[config.mk]
export PLATFORM = sky130hd
export DESIGN_NAME = lr_bank
export DESIGN_NICKNAME = d
export VERILOG_FILES = /design/src/rtl/lr_pkg.sv /design/src/rtl/lr_pick.sv /design/src/rtl/lr_entry.sv /design/src/rtl/lr_bank.sv
export SDC_FILE = /design/constraint.sdc
export NUM_CORES = 1
export LEC_CHECK = 0
export BUFFER_PORTS_ARGS = -buffer_cell sky130_fd_sc_hd__buf_2
export CAP_MARGIN = 20
export CORE_ASPECT_RATIO = 1.1
export CORE_MARGIN = 1
export CORE_UTILIZATION = 40
export CTS_BUF_LIST = sky130_fd_sc_hd__clkbuf_4
export DETAILED_ROUTE_END_ITERATION = 8
export PLACE_DENSITY = 0.61
export SLEW_MARGIN = 20
export SYNTH_ARGS = -nofsm -noshare
export SYNTH_HDL_FRONTEND = slang
export SYNTH_SLANG_ARGS = --single-unit
[constraint.sdc]
create_clock -name clk -period 2.8 [get_ports clk]
set_clock_uncertainty 0.1 [all_clocks]
set_input_delay 0.28 -clock clk [delete_from_list [all_inputs] [get_ports clk]]
set_output_delay 0.28 -clock clk [all_outputs]
set_load 0.03 [all_outputs]
[src/rtl/lr_pkg.sv]
package lr_pkg;
  typedef enum logic [1:0] {
    ST_IDLE = 2'd0,
    ST_PEND = 2'd1,
    ST_ACT  = 2'd2,
    ST_PACT = 2'd3
  } lr_state_e;
endpackage

[src/rtl/lr_pick.sv]
// Lowest-index first-one finder.
module lr_pick #(
  parameter int N = 4,
  localparam int IW = (N > 1) ? $clog2(N) : 1
) (
  input  logic [N-1:0]  req,
  output logic          hit,
  output logic [IW-1:0] idx
);
  always_comb begin
    hit = 1'b0;
    idx = '0;
    for (int i = N - 1; i >= 0; i--) begin
      if (req[i]) begin
        hit = 1'b1;
        idx = IW'(i);
      end
    end
  end
endmodule

[src/rtl/lr_entry.sv]
// One list entry: host load has priority over guest state moves.
module lr_entry import lr_pkg::*; #(
  parameter int ID_W = 10
) (
  input  logic            clk,
  input  logic            rst_n,
  input  logic            wr_en,
  input  logic [ID_W-1:0] wr_vid,
  input  logic [1:0]      wr_state,
  input  logic            wr_link,
  input  logic [ID_W-1:0] wr_pid,
  input  logic            ack_take,
  input  logic            eoi_take,
  output logic [ID_W-1:0] vid,
  output lr_state_e       state,
  output logic            link,
  output logic [ID_W-1:0] pid
);
  always_ff @(posedge clk) begin
    if (!rst_n) begin
      vid   <= '0;
      state <= ST_IDLE;
      link  <= 1'b0;
      pid   <= '0;
    end else if (wr_en) begin
      vid   <= wr_vid;
      state <= lr_state_e'(wr_state);
      link  <= wr_link;
      pid   <= wr_pid;
    end else if (ack_take) begin
      state <= ST_ACT;
    end else if (eoi_take) begin
      state <= (state == ST_PACT) ? ST_PEND : ST_IDLE;
    end
  end
endmodule

[src/rtl/lr_bank.sv]
module lr_bank import lr_pkg::*; #(
  parameter int N_LR = 4,
  parameter int ID_W = 10,
  localparam int IDX_W = (N_LR > 1) ? $clog2(N_LR) : 1
) (
  input  logic              clk,
  input  logic              rst_n,
  input  logic              hw_en,
  input  logic [IDX_W-1:0]  hw_idx,
  input  logic [ID_W-1:0]   hw_vid,
  input  logic [1:0]        hw_state,
  input  logic              hw_link,
  input  logic [ID_W-1:0]   hw_pid,
  output logic              hw_err,
  input  logic              ack_req,
  output logic              ack_valid,
  output logic [ID_W-1:0]   ack_vid,
  input  logic              eoi_req,
  input  logic [ID_W-1:0]   eoi_vid,
  output logic              pdeact_valid,
  output logic [ID_W-1:0]   pdeact_pid,
  output logic [N_LR-1:0]   empty_map,
  output logic [4*N_LR-1:0] lr_status
);
  localparam logic [ID_W-1:0] SPURIOUS = '1;

  logic [ID_W-1:0] e_vid [N_LR];
  logic [ID_W-1:0] e_pid [N_LR];
  lr_state_e       e_st  [N_LR];
  logic [N_LR-1:0] e_link;

  logic [N_LR-1:0] blk, wr_ok, pend_v, eoi_v, ack_take, eoi_take;
  logic            bad_wr;
  logic            ack_hit, eoi_hit;
  logic [IDX_W-1:0] ack_idx, eoi_idx;

  // Linked entries may not be both pending and active.
  assign bad_wr = hw_link && (hw_state == 2'd3);

  for (genvar g = 0; g < N_LR; g++) begin : g_lr
    assign blk[g]   = hw_en && (hw_idx == IDX_W'(g));
    assign wr_ok[g] = blk[g] && !bad_wr;
    assign pend_v[g] = (e_st[g] == ST_PEND) && !blk[g];
    assign eoi_v[g]  = eoi_req && !blk[g] && (e_vid[g] == eoi_vid) &&
                       ((e_st[g] == ST_ACT) || (e_st[g] == ST_PACT));
    assign ack_take[g] = ack_req && ack_hit && (ack_idx == IDX_W'(g));
    assign eoi_take[g] = eoi_hit && (eoi_idx == IDX_W'(g));

    lr_entry #(.ID_W(ID_W)) u_entry (
      .clk      (clk),
      .rst_n    (rst_n),
      .wr_en    (wr_ok[g]),
      .wr_vid   (hw_vid),
      .wr_state (hw_state),
      .wr_link  (hw_link),
      .wr_pid   (hw_pid),
      .ack_take (ack_take[g]),
      .eoi_take (eoi_take[g]),
      .vid      (e_vid[g]),
      .state    (e_st[g]),
      .link     (e_link[g]),
      .pid      (e_pid[g])
    );

    assign empty_map[g]        = (e_st[g] == ST_IDLE);
    assign lr_status[4*g +: 4] = {e_link[g], 1'b0, e_st[g]};
  end

  lr_pick #(.N(N_LR)) u_ack_pick (.req(pend_v), .hit(ack_hit), .idx(ack_idx));
  lr_pick #(.N(N_LR)) u_eoi_pick (.req(eoi_v),  .hit(eoi_hit), .idx(eoi_idx));

  always_ff @(posedge clk) begin
    if (!rst_n) begin
      hw_err       <= 1'b0;
      ack_valid    <= 1'b0;
      ack_vid      <= '0;
      pdeact_valid <= 1'b0;
      pdeact_pid   <= '0;
    end else begin
      hw_err    <= hw_en && bad_wr;
      ack_valid <= ack_req;
      if (ack_req) ack_vid <= ack_hit ? e_vid[ack_idx] : SPURIOUS;
      pdeact_valid <= eoi_hit && e_link[eoi_idx];
      if (eoi_hit) pdeact_pid <= e_pid[eoi_idx];
    end
  end
endmodule

Word-level counts from Yosys, hierarchy flattened
Index checks and enable logic that the tools add are counted.
W data, S select, Z words.
- magnitude comparators: 3
- bitwise logic cells: 2
- mux-type cells: 41
- reductions and logical operators: 56
- equality and inequality tests: 26
- operator list (operator ; count):
    $mux W10 ; 5
    $bmux W10 S2 ; 2
    $eq A10 B10 Y1 ; 4
    $mux W2 ; 20
    $logic_and A1 B1 Y1 ; 36
    $eq A2 B2 Y1 const B ; 15
    $eq A2 B1 Y1 const B ; 7
    $logic_not A2 Y1 ; 7
    $mux W1 ; 13
    $reduce_bool A3 Y1 ; 4
    $ge A3 B3 Y1 const B ; 2
    $not A2 Y3 ; 2
    $logic_not A1 Y1 ; 5
    $logic_or A1 B1 Y1 ; 4
    $lt A2 B3 Y1 const B ; 1
    $bmux W1 S2 ; 1
- flip-flop bits (word level): 115
- input bits: 40
- output and inout bits: 43
- logic and storage cells: 149

Logic depth before layout (Yosys ltp)
Gate-level depths: netlist of the first run.
- word-level depth: 15
- mapped depth: 9
- mapped depth without buffers: 6

Modules after synthesis
Synthesis of the first run repeated with hierarchy kept, for this count alone.
- cells, all modules: 515
- area, all modules: 5659.2 µm²
- by module, submodules not included (module ; sequential area each (µm²) ; area an instance (µm²) ; cells an instance ; times used):
    lr_entry ; 460.4 ; 900.9 ; 76 ; 4
    lr_bank ; 460.4 ; 1985.7 ; 197 ; 1
    lr_pick ; 0.0 ; 35.0 ; 7 ; 2

Least setup slack after synthesis of the first run
Ideal clock, no wire load.
- path kind: register to register
- start: register g_lr[0].u_entry.state[1]
- end: register pdeact_pid[4]
- slack: 0.788 ns
- buffers on the path: 3
- data required time: 2.622 ns
- stages on the path, launching flop included: 10
- setup time: 0.078 ns
- period minus slack after synthesis: 2.012 ns
- arrival time: 1.834 ns
- cell sequence: dfxtp_1 > nand2_1 > nor4_1 > and3_1 > or2_1 > clkbuf_2 > buf_6 > buf_2 > nor3_1 > nor3_1
- word-level cells in the longest chain between the ends: 8
- elaborated cells on any way between the ends: 10
- those cells by class: eq/ne: 2; mux: 5; bitwise: 1; reduce/logical: 2
- RTL lines (element ; line ; text):
    start, declared ; lr_entry.sv:15 ; output lr_state_e state,
    start signal, assigned ; lr_entry.sv:27 ; state <= lr_state_e'(wr_state);
    start signal, assigned ; lr_entry.sv:33 ; state <= (state == ST_PACT) ? ST_PEND : ST_IDLE;
    $eq A2 B2 Y1 ; lr_bank.sv:45 ; ((e_st[g] == ST_ACT) || (e_st[g] == ST_PACT));
    $logic_or A1 B1 Y1 (*) ; lr_bank.sv:45 ;
    $logic_and A1 B1 Y1 (*) ; lr_bank.sv:44 ; assign eoi_v[g] = eoi_req && !blk[g] && (e_vid[g] == eoi_vid) &&
    $mux W2 ; lr_pick.sv:14 ; if (req[i]) begin
    $not A2 Y3 (not written as such) ; lr_bank.sv:84 ; if (eoi_hit) pdeact_pid <= e_pid[eoi_idx];
    $bmux W10 S2 ; lr_bank.sv:84 ;
    $mux W10 (not written as such) (2 in series) ; lr_bank.sv:84 ;
    end signal, assigned ; lr_bank.sv:84 ;
    end, declared ; lr_bank.sv:21 ; output logic [ID_W-1:0] pdeact_pid,
Mark *: on every way between the ends. The rest lies on a longest branch, timed or not. The select of a mux whose other input is x is not followed.
A chain may end at the register's enable or synchronous reset.

Worst setup path in the final report of the first run
- start: input hw_en
- end: register pdeact_pid[6]
- word-level cells in the longest chain between the ends: 13
- elaborated cells on any way between the ends: 32
- those cells by class: mux: 11; bitwise: 1; reduce/logical: 20
- RTL lines (element ; line ; text):
    start, declared ; lr_bank.sv:8 ; input logic hw_en,
    $logic_and A1 B1 Y1 ; lr_bank.sv:41 ; assign blk[g] = hw_en && (hw_idx == IDX_W'(g));
    $logic_not A1 Y1 ; lr_bank.sv:44 ;
    $logic_and A1 B1 Y1 (3 in series) ; lr_bank.sv:44 ;
    $mux W2 (4 in series) ; lr_pick.sv:14 ;
    $not A2 Y3 (not written as such) ; lr_bank.sv:84 ;
    $bmux W10 S2 ; lr_bank.sv:84 ;
    $mux W10 (not written as such) (2 in series) ; lr_bank.sv:84 ;
Parallel ways exist; a longest one is shown, timed or not. The select of a mux whose other input is x is not followed.

==> results of run 1 <==
worst max-delay path by stage:
stage / from / to / slack [ns] / cells past startpoint
after global routing: hw_en / pdeact_pid[6] / 0.23 / 8
after detailed placement: hw_idx[0] / pdeact_pid[6] / 0.40 / 7
after CTS: hw_en / pdeact_pid[6] / 0.42 / 8
final: hw_en / pdeact_pid[6] / 0.40 / 8
after floorplan: g_lr[0].u_entry.state[1] / pdeact_pid[4] / 0.79 / 9
after global placement: hw_idx[0] / pdeact_pid[8] / 0.41 / 7
placed cells by master, fill, tap and decap left out, types with 10 or more instances in the layout:
master / Yosys / final
nand2_1: 184 / 184
dfxtp_1: 115 / 115
a21oi_1: 97 / 97
buf_2: 3 / 78
xor2_1: 30 / 30
nor3_1: 30 / 30
dlygate4sd3_1: 0 / 24
nor2_1: 22 / 22
buf_4: 8 / 22
nand3_1: 18 / 18
clkbuf_4: 0 / 17
o21ai_0: 15 / 15
a221oi_1: 11 / 11
a22o_1: 10 / 10
xnor2_1: 10 / 10
o311a_1: 10 / 10
power by group through the flow:
stage,Sequential [W],Combinational (W),Clock (W)
6_report,0.00174,0.000398,0.00126
3_3_place_gp,0.00177,0.000364,0
2_1_floorplan,0.00180,0.000195,0
4_1_cts,0.00174,0.000395,0.00128
3_5_place_dp,0.00177,0.000368,0
5_1_grt,0.00174,0.000434,0.00137
final cells by class:
cell class                      count  area (sq um)
Antenna cell                        1         2.502
Clock inverter                     15         165.2
Clock buffer                       17         127.6
Tap cell                          154         192.7
Sequential cell                   115          2302
Timing Repair Buffer              125         815.8
Multi-Input combinational cell    486          2559
Fill cell                        1167          6072
Inverter                            2         7.507
routing by layer:
layer | vias to the layer above | global-route usage, % | routed length (microns)
met4 | 0 | 9.000 | 340
met3 | 27 | 5.768 | 1252
met2 | 264 | 38.21 | 6989
li1 | 2424 | - | -
met1 | 2335 | 34.03 | 7026
met5 | - | 0 | 0
repair_timing:
| item | in CTS | in global routing |
|---|---|---|
| hold endpoints to repair | 88 | 0 |
| buffers inserted | 0 | 0 |
| hold buffers | 24 | 0 |
through the flow:
| step | util [%] | worst slack [ns] | instance area, sq um |
|---|---|---|---|
| 6_report | 50.41 | 0.3990 | 6172 |
| 5_1_grt | 50.41 | 0.2307 | 6172 |
| 4_1_cts | 50.39 | 0.4222 | 6170 |
| 3_5_place_dp | 46.04 | 0.4008 | 5637 |
| 3_3_place_gp | 46.04 | 0.4083 | 5637 |
| 2_1_floorplan | - | 0.7877 | 5102 |
cells by family (layout without fill, tap and decap cells):
group | count (synthesis) | after routing | synth area share, %
AO/OA/AOI/OAI | 154 | 154 | 18.38
XOR/XNOR | 40 | 40 | 6.881
buffers and inverters | 53 | 159 | 4.743
flip-flops | 115 | 115 | 45.22
other | 1 | 5 | 0.07366
AND/OR/NAND/NOR | 288 | 288 | 24.70
flip-flops by register name, summed over array words and instances, names as in the netlist:
register            cells
hw_err                  1
g_lr.u_entry.state      8
ack_vid                10
g_lr.u_entry.pid       40
ack_valid               1
g_lr.u_entry.vid       40
pdeact_valid            1
g_lr.u_entry.link       4
pdeact_pid             10
critical path: stages:
cell	delay, ns
dlygate4sd3_1	0.53
buf_2	0.16
and3b_1	0.21
nor4_1	0.34
and3_1	0.60
nor3_1	0.11
o311a_1	0.35
nor3_1	0.16
==> reports/results.ini, run 1 <==
[clock_tree]
cts-root-buf = clkbuf_4
clockBufferDepth = 2
htreeDepth = 4
cts_resized = 0
cts_made_buffers = 17
path_clk_slew_ns = 0.11
insertion_delay_ns = 0.52
cts_tree = yes
numClockSinks = 115

[yosys]
postSynthAreaPerCell_sq_um = 7.820
yosysWarningCount = 0
synth-seq-area-share_pct = 45.22
async_reset_ff_share_pct = 0
yosysMostFrequentCell = nand2_1
ys_types = 40
synth_area_sq_mm = 0.005091
synth_edf_count = 0
synth_top_area_cell = dfxtp_1
synthFlopType = dfxtp_1
synth_area_leaders = dfxtp_1 45%, nand2_1 14%, a21oi_1 9.5%
synth_seq_cells = 115
synth_common_cells = 184 x nand2_1, 115 x dfxtp_1, 97 x a21oi_1, 38 x clkbuf_1
synth.top_cell.area_share_pct = 45.22
netlist_instances = 651

[finish]
finalNonFillerCells = 915
fin_nets = 787
area_delta_synth_final_pct = 21.23
drive_gt1_share_pct = 17.76

[setup_path]
r2r-start = g_lr[2].u_entry.state[1]
end_kind = flop
reg2reg_slack_ns = 0.50
cp.arrival_ns = 2.75
path_class = in -> reg
crit_path_start_kind = input port
cp_max_fo = 12
r2r_end = pdeact_pid[6]
r2r_cells = 6
crit_required_ns = 3.14

[timing]
tightest_slew_ns = 0.8895
fin_tns_setup_ns = 0
clock.fmax_ghz = 0.4165
fin_crit_sh_pct = 85.75
period_needed_ns = 2.401
hold_viol = 0
hold-worst-slack_ns = 0.04017
setup_viol = 0
relSlewSlack_pct = 40.48
slew_viol_final = 0
rsz0062_at_grt = no

[die]
io_pins = 83
coreArea_sq_mm = 0.01224
die_h_microns = 120.3
dieWidth_microns = 109.6
dieArea_sq_mm = 0.01318
start_util_pct = 41.58
rows = 42

[power]
p_sw_share_pct = 28.02
pwr-share-comb_pct = 11.7
ir_drop_v = 0.0002856
power_frac_clock_pct = 37.1
cellPowerDensity_mw_per_mm2 = 549.7
p_int_w = 0.002442
power_frac_seq_pct = 51.2
power.switching_w = 0.0009508
cellLeakagePower_nw = 2.437
power_w = 0.003393

[place]
dp_cells = 858
finalWeightedCongestion = 0.8815
io_buffers = 78
dp_hpwl_mm = 10.39

[hold_path]
hp-start = ack_req
worstHoldPathType = in -> reg
min_delay_path_depth = 2
min_to = ack_valid

[global_routing]
grt_max_degree = 76
grt_pass1_wl_mm = 24.82
grtUsageTotal_pct = 24.95
grt_pass1_vias = 4610
grt_overflow = 0
antenna_found_initial = 1

[routing]
drtAntennaViolNets = 0
avgViaCountPerCell = 5.519
wire_per_inst_microns = 17.06
wl_mm = 15.61
drt_pass1_iterations = 5
vias = 5050
first_iter_violations = 541
drc = 0

[run]
maxCapViolCount = 0

[outcome]
outcome = complete, no violations

No activity file was read; power rests on OpenSTA's default activity.
==> run 2, diff against run 1 <==
Settings changed: PLACE_DENSITY 0.61 to 0.63.
Clock period 2.8 ns to 2 ns, I/O delays scaled along.
==> run 2 against run 1 <==
Effect of this change: the run now ends with setup timing left; via count grew 6.8%; global-route usage grew 2.0 points; critical path depth shrank 1; final cell count increased by 6.7%; register-to-register slack got worse by 0.50 ns; core utilization increased by 5.2 points; clock-buffer cell count up 3; die area unchanged; largest cell class unchanged; highest routed layer unchanged.
==> reports/results.ini, run 2 (synthesis results as in run 1) <==
[die]
coreArea_sq_mm = 0.01224  ; unchanged
dieWidth_microns = 109.6  ; unchanged
rows = 42  ; unchanged
start_util_pct = 41.58  ; unchanged
dieArea_sq_mm = 0.01318  ; unchanged
die_h_microns = 120.3  ; unchanged
io_pins = 83  ; unchanged

[timing]
relSlewSlack_pct = 45.42  ; +4.9 points
fin_tns_setup_ns = -0.003552  ; -0.003552 ns
rsz0062_at_grt = yes
fin_crit_sh_pct = 100.2
tightest_slew_ns = 0.8156  ; -0.07382 ns
slew_viol_final = 0  ; unchanged
period_needed_ns = 2.004
hold_viol = 0  ; unchanged
setup_viol = 1  ; +1
clock.fmax_ghz = 0.4991
setup_slack_ns = -0.003552  ; -0.4026 ns

[place]
finalWeightedCongestion = 0.9285  ; +5.3%
place_ws_ns = -0.1397  ; -0.5404 ns
dp_hpwl_mm = 11.77  ; +13%
dp_cells = 919  ; +7.1%
io_buffers = 78  ; unchanged

[setup_path]
cp_max_fo = 3  ; -9
r2r-start = g_lr[0].u_entry.vid[0]
end_kind = flop
crit_path_start_kind = flop
worstPathCellList = xor2_1 > nor4_2 > buf_4 > and3_1 > or2_4 > or4_1 > a21oi_2
path_class = reg -> reg
cp.arrival_ns = 2.35  ; -0.40 ns
r2r_cells = 7  ; +1
r2r_end = pdeact_valid
cpMaxStageDelayCell = or4_1
crit_required_ns = 2.34  ; -0.80 ns
reg2reg_slack_ns = -0.004  ; -0.50 ns
crit_path_max_incr_delay_ns = 0.52  ; -0.08 ns

[global_routing]
grt_overflow = 0  ; unchanged
grt_pass1_wl_mm = 26.91  ; +8.4%
antenna_found_initial = 0  ; -1
grtUsageTotal_pct = 26.98  ; +2.0 points
grt_max_degree = 29  ; -62%
grt_pass1_vias = 5170  ; +12%

[routing]
vias = 5395  ; +6.8%
drt_pass1_iterations = 5  ; unchanged
avgViaCountPerCell = 5.528  ; +0.15%
wire_per_inst_microns = 17.58  ; +3.1%
drtAntennaViolNets = 0  ; unchanged
first_iter_violations = 404  ; -25%
drc = 0  ; unchanged
wl_mm = 17.16  ; +9.9%

[finish]
finalNonFillerCells = 976  ; +6.7%
area_delta_synth_final_pct = 33.74
final_cell_mix = 184 x nand2_1, 110 x dfxtp_1, 96 x a21oi_1
final_common_cell = nand2_1
n_antenna_cell = 0  ; -1
top_regs = g_lr.u_entry.pid x40, g_lr.u_entry.vid x40
final_util_pct = 55.61  ; +5.2 points
fin_nets = 850  ; +8.0%
drive_gt1_share_pct = 28.10  ; +10 points

[hold_path]
min_to = g_lr[0].u_entry.link
min_delay_path_depth = 2  ; unchanged
hp-start = rst_n
worstHoldPathType = in -> reg

[clock_tree]
cts_made_buffers = 17  ; unchanged
cts-root-buf = clkbuf_4
path_clk_slew_ns = 0.11  ; about the same
numClockSinks = 115  ; unchanged
htreeDepth = 4  ; unchanged
cts_tree = yes
insertion_delay_ns = 0.51  ; about the same
clockBufferDepth = 2  ; unchanged

[outcome]
violations = setup timing
outcome = finished with violations

[run]
maxCapViolCount = 0  ; unchanged

[power]
ir_drop_v = 0.0003407  ; +19%
cellLeakagePower_nw = 2.797  ; +15%
cellPowerDensity_mw_per_mm2 = 671.8  ; +22%

run 2: report_power, final:
part / switching (W) / internal (W) / leakage [nW]
logic: 0.000407 / 0.000252 / 1.73
registers: 0.0000602 / 0.00237 / 0.938
clock network: 0.000848 / 0.000636 / 0.132
run 2: what timing repair did:
action                                  CTS  global route
hold endpoints to repair                 93             0
resized for setup                        11            23
buffers inserted                          0             2
pin swaps                                 3             4
gates cloned                              0             0
endpoints found under the setup margin   12            19
hold buffers                             24             0
run 2: metrics by stage:
stage / total power, W / hold WS, ns / cell area (sq um)
5_1_grt: 0.004778 / 0.02104 / 6809
6_report: 0.004574 / 0.04928 / 6809
4_1_cts: 0.004579 / 0.01001 / 6674
3_3_place_gp: 0.003065 / 0.3430 / 6146
2_1_floorplan: 0.002792 / 0.2360 / 5104
3_5_place_dp: 0.003076 / 0.3474 / 6146
run 2: cell type report:
| class | instances | area, sq um |
|---|---|---|
| tap | 154 | 192.7 |
| clock buffer | 20 | 150.1 |
| clock inverter | 11 | 90.09 |
| fill | 1167 | 5435 |
| inverter | 2 | 7.507 |
| timing repair buffer | 188 | 1350 |
| sequential | 115 | 2308 |
| multi-input combinational | 486 | 2710 |
run 2: routing by layer:
metal	wire length [microns]	track usage (%)	share of wire, %	vias to the layer above
li1	-	-	-	2558
met3	1514	5.175	8.8	41
met5	0	0	0	-
met2	7883	41.47	46	260
met4	457	11.50	2.7	0
met1	7304	36.65	43	2536
run 2: worst max-delay path: cells and delay by family, from the launching register on:
family | cells | cell delay (ns)
AOI/OAI and AO/OA | 1 | 0.12
xor gates and xnor gates | 1 | 0.21
buffers and inverters | 1 | 0.15
DFF | 1 | 0.35
and+or+nand+nor | 4 | 1.03
run 2: worst max path at each step:
| stage | cells past startpoint | start | end |
|---|---|---|---|
| 2_1_floorplan | 8 | g_lr[1].u_entry.state[1] | pdeact_pid[4] |
| 3_3_place_gp | 9 | hw_en | pdeact_pid[4] |
| 3_5_place_dp | 9 | eoi_vid[6] | pdeact_pid[6] |
| 4_1_cts | 8 | g_lr[2].u_entry.vid[1] | pdeact_pid[4] |
| 5_1_grt | 8 | g_lr[2].u_entry.vid[1] | pdeact_pid[0] |
| 6_report | 7 | g_lr[0].u_entry.vid[0] | pdeact_valid |
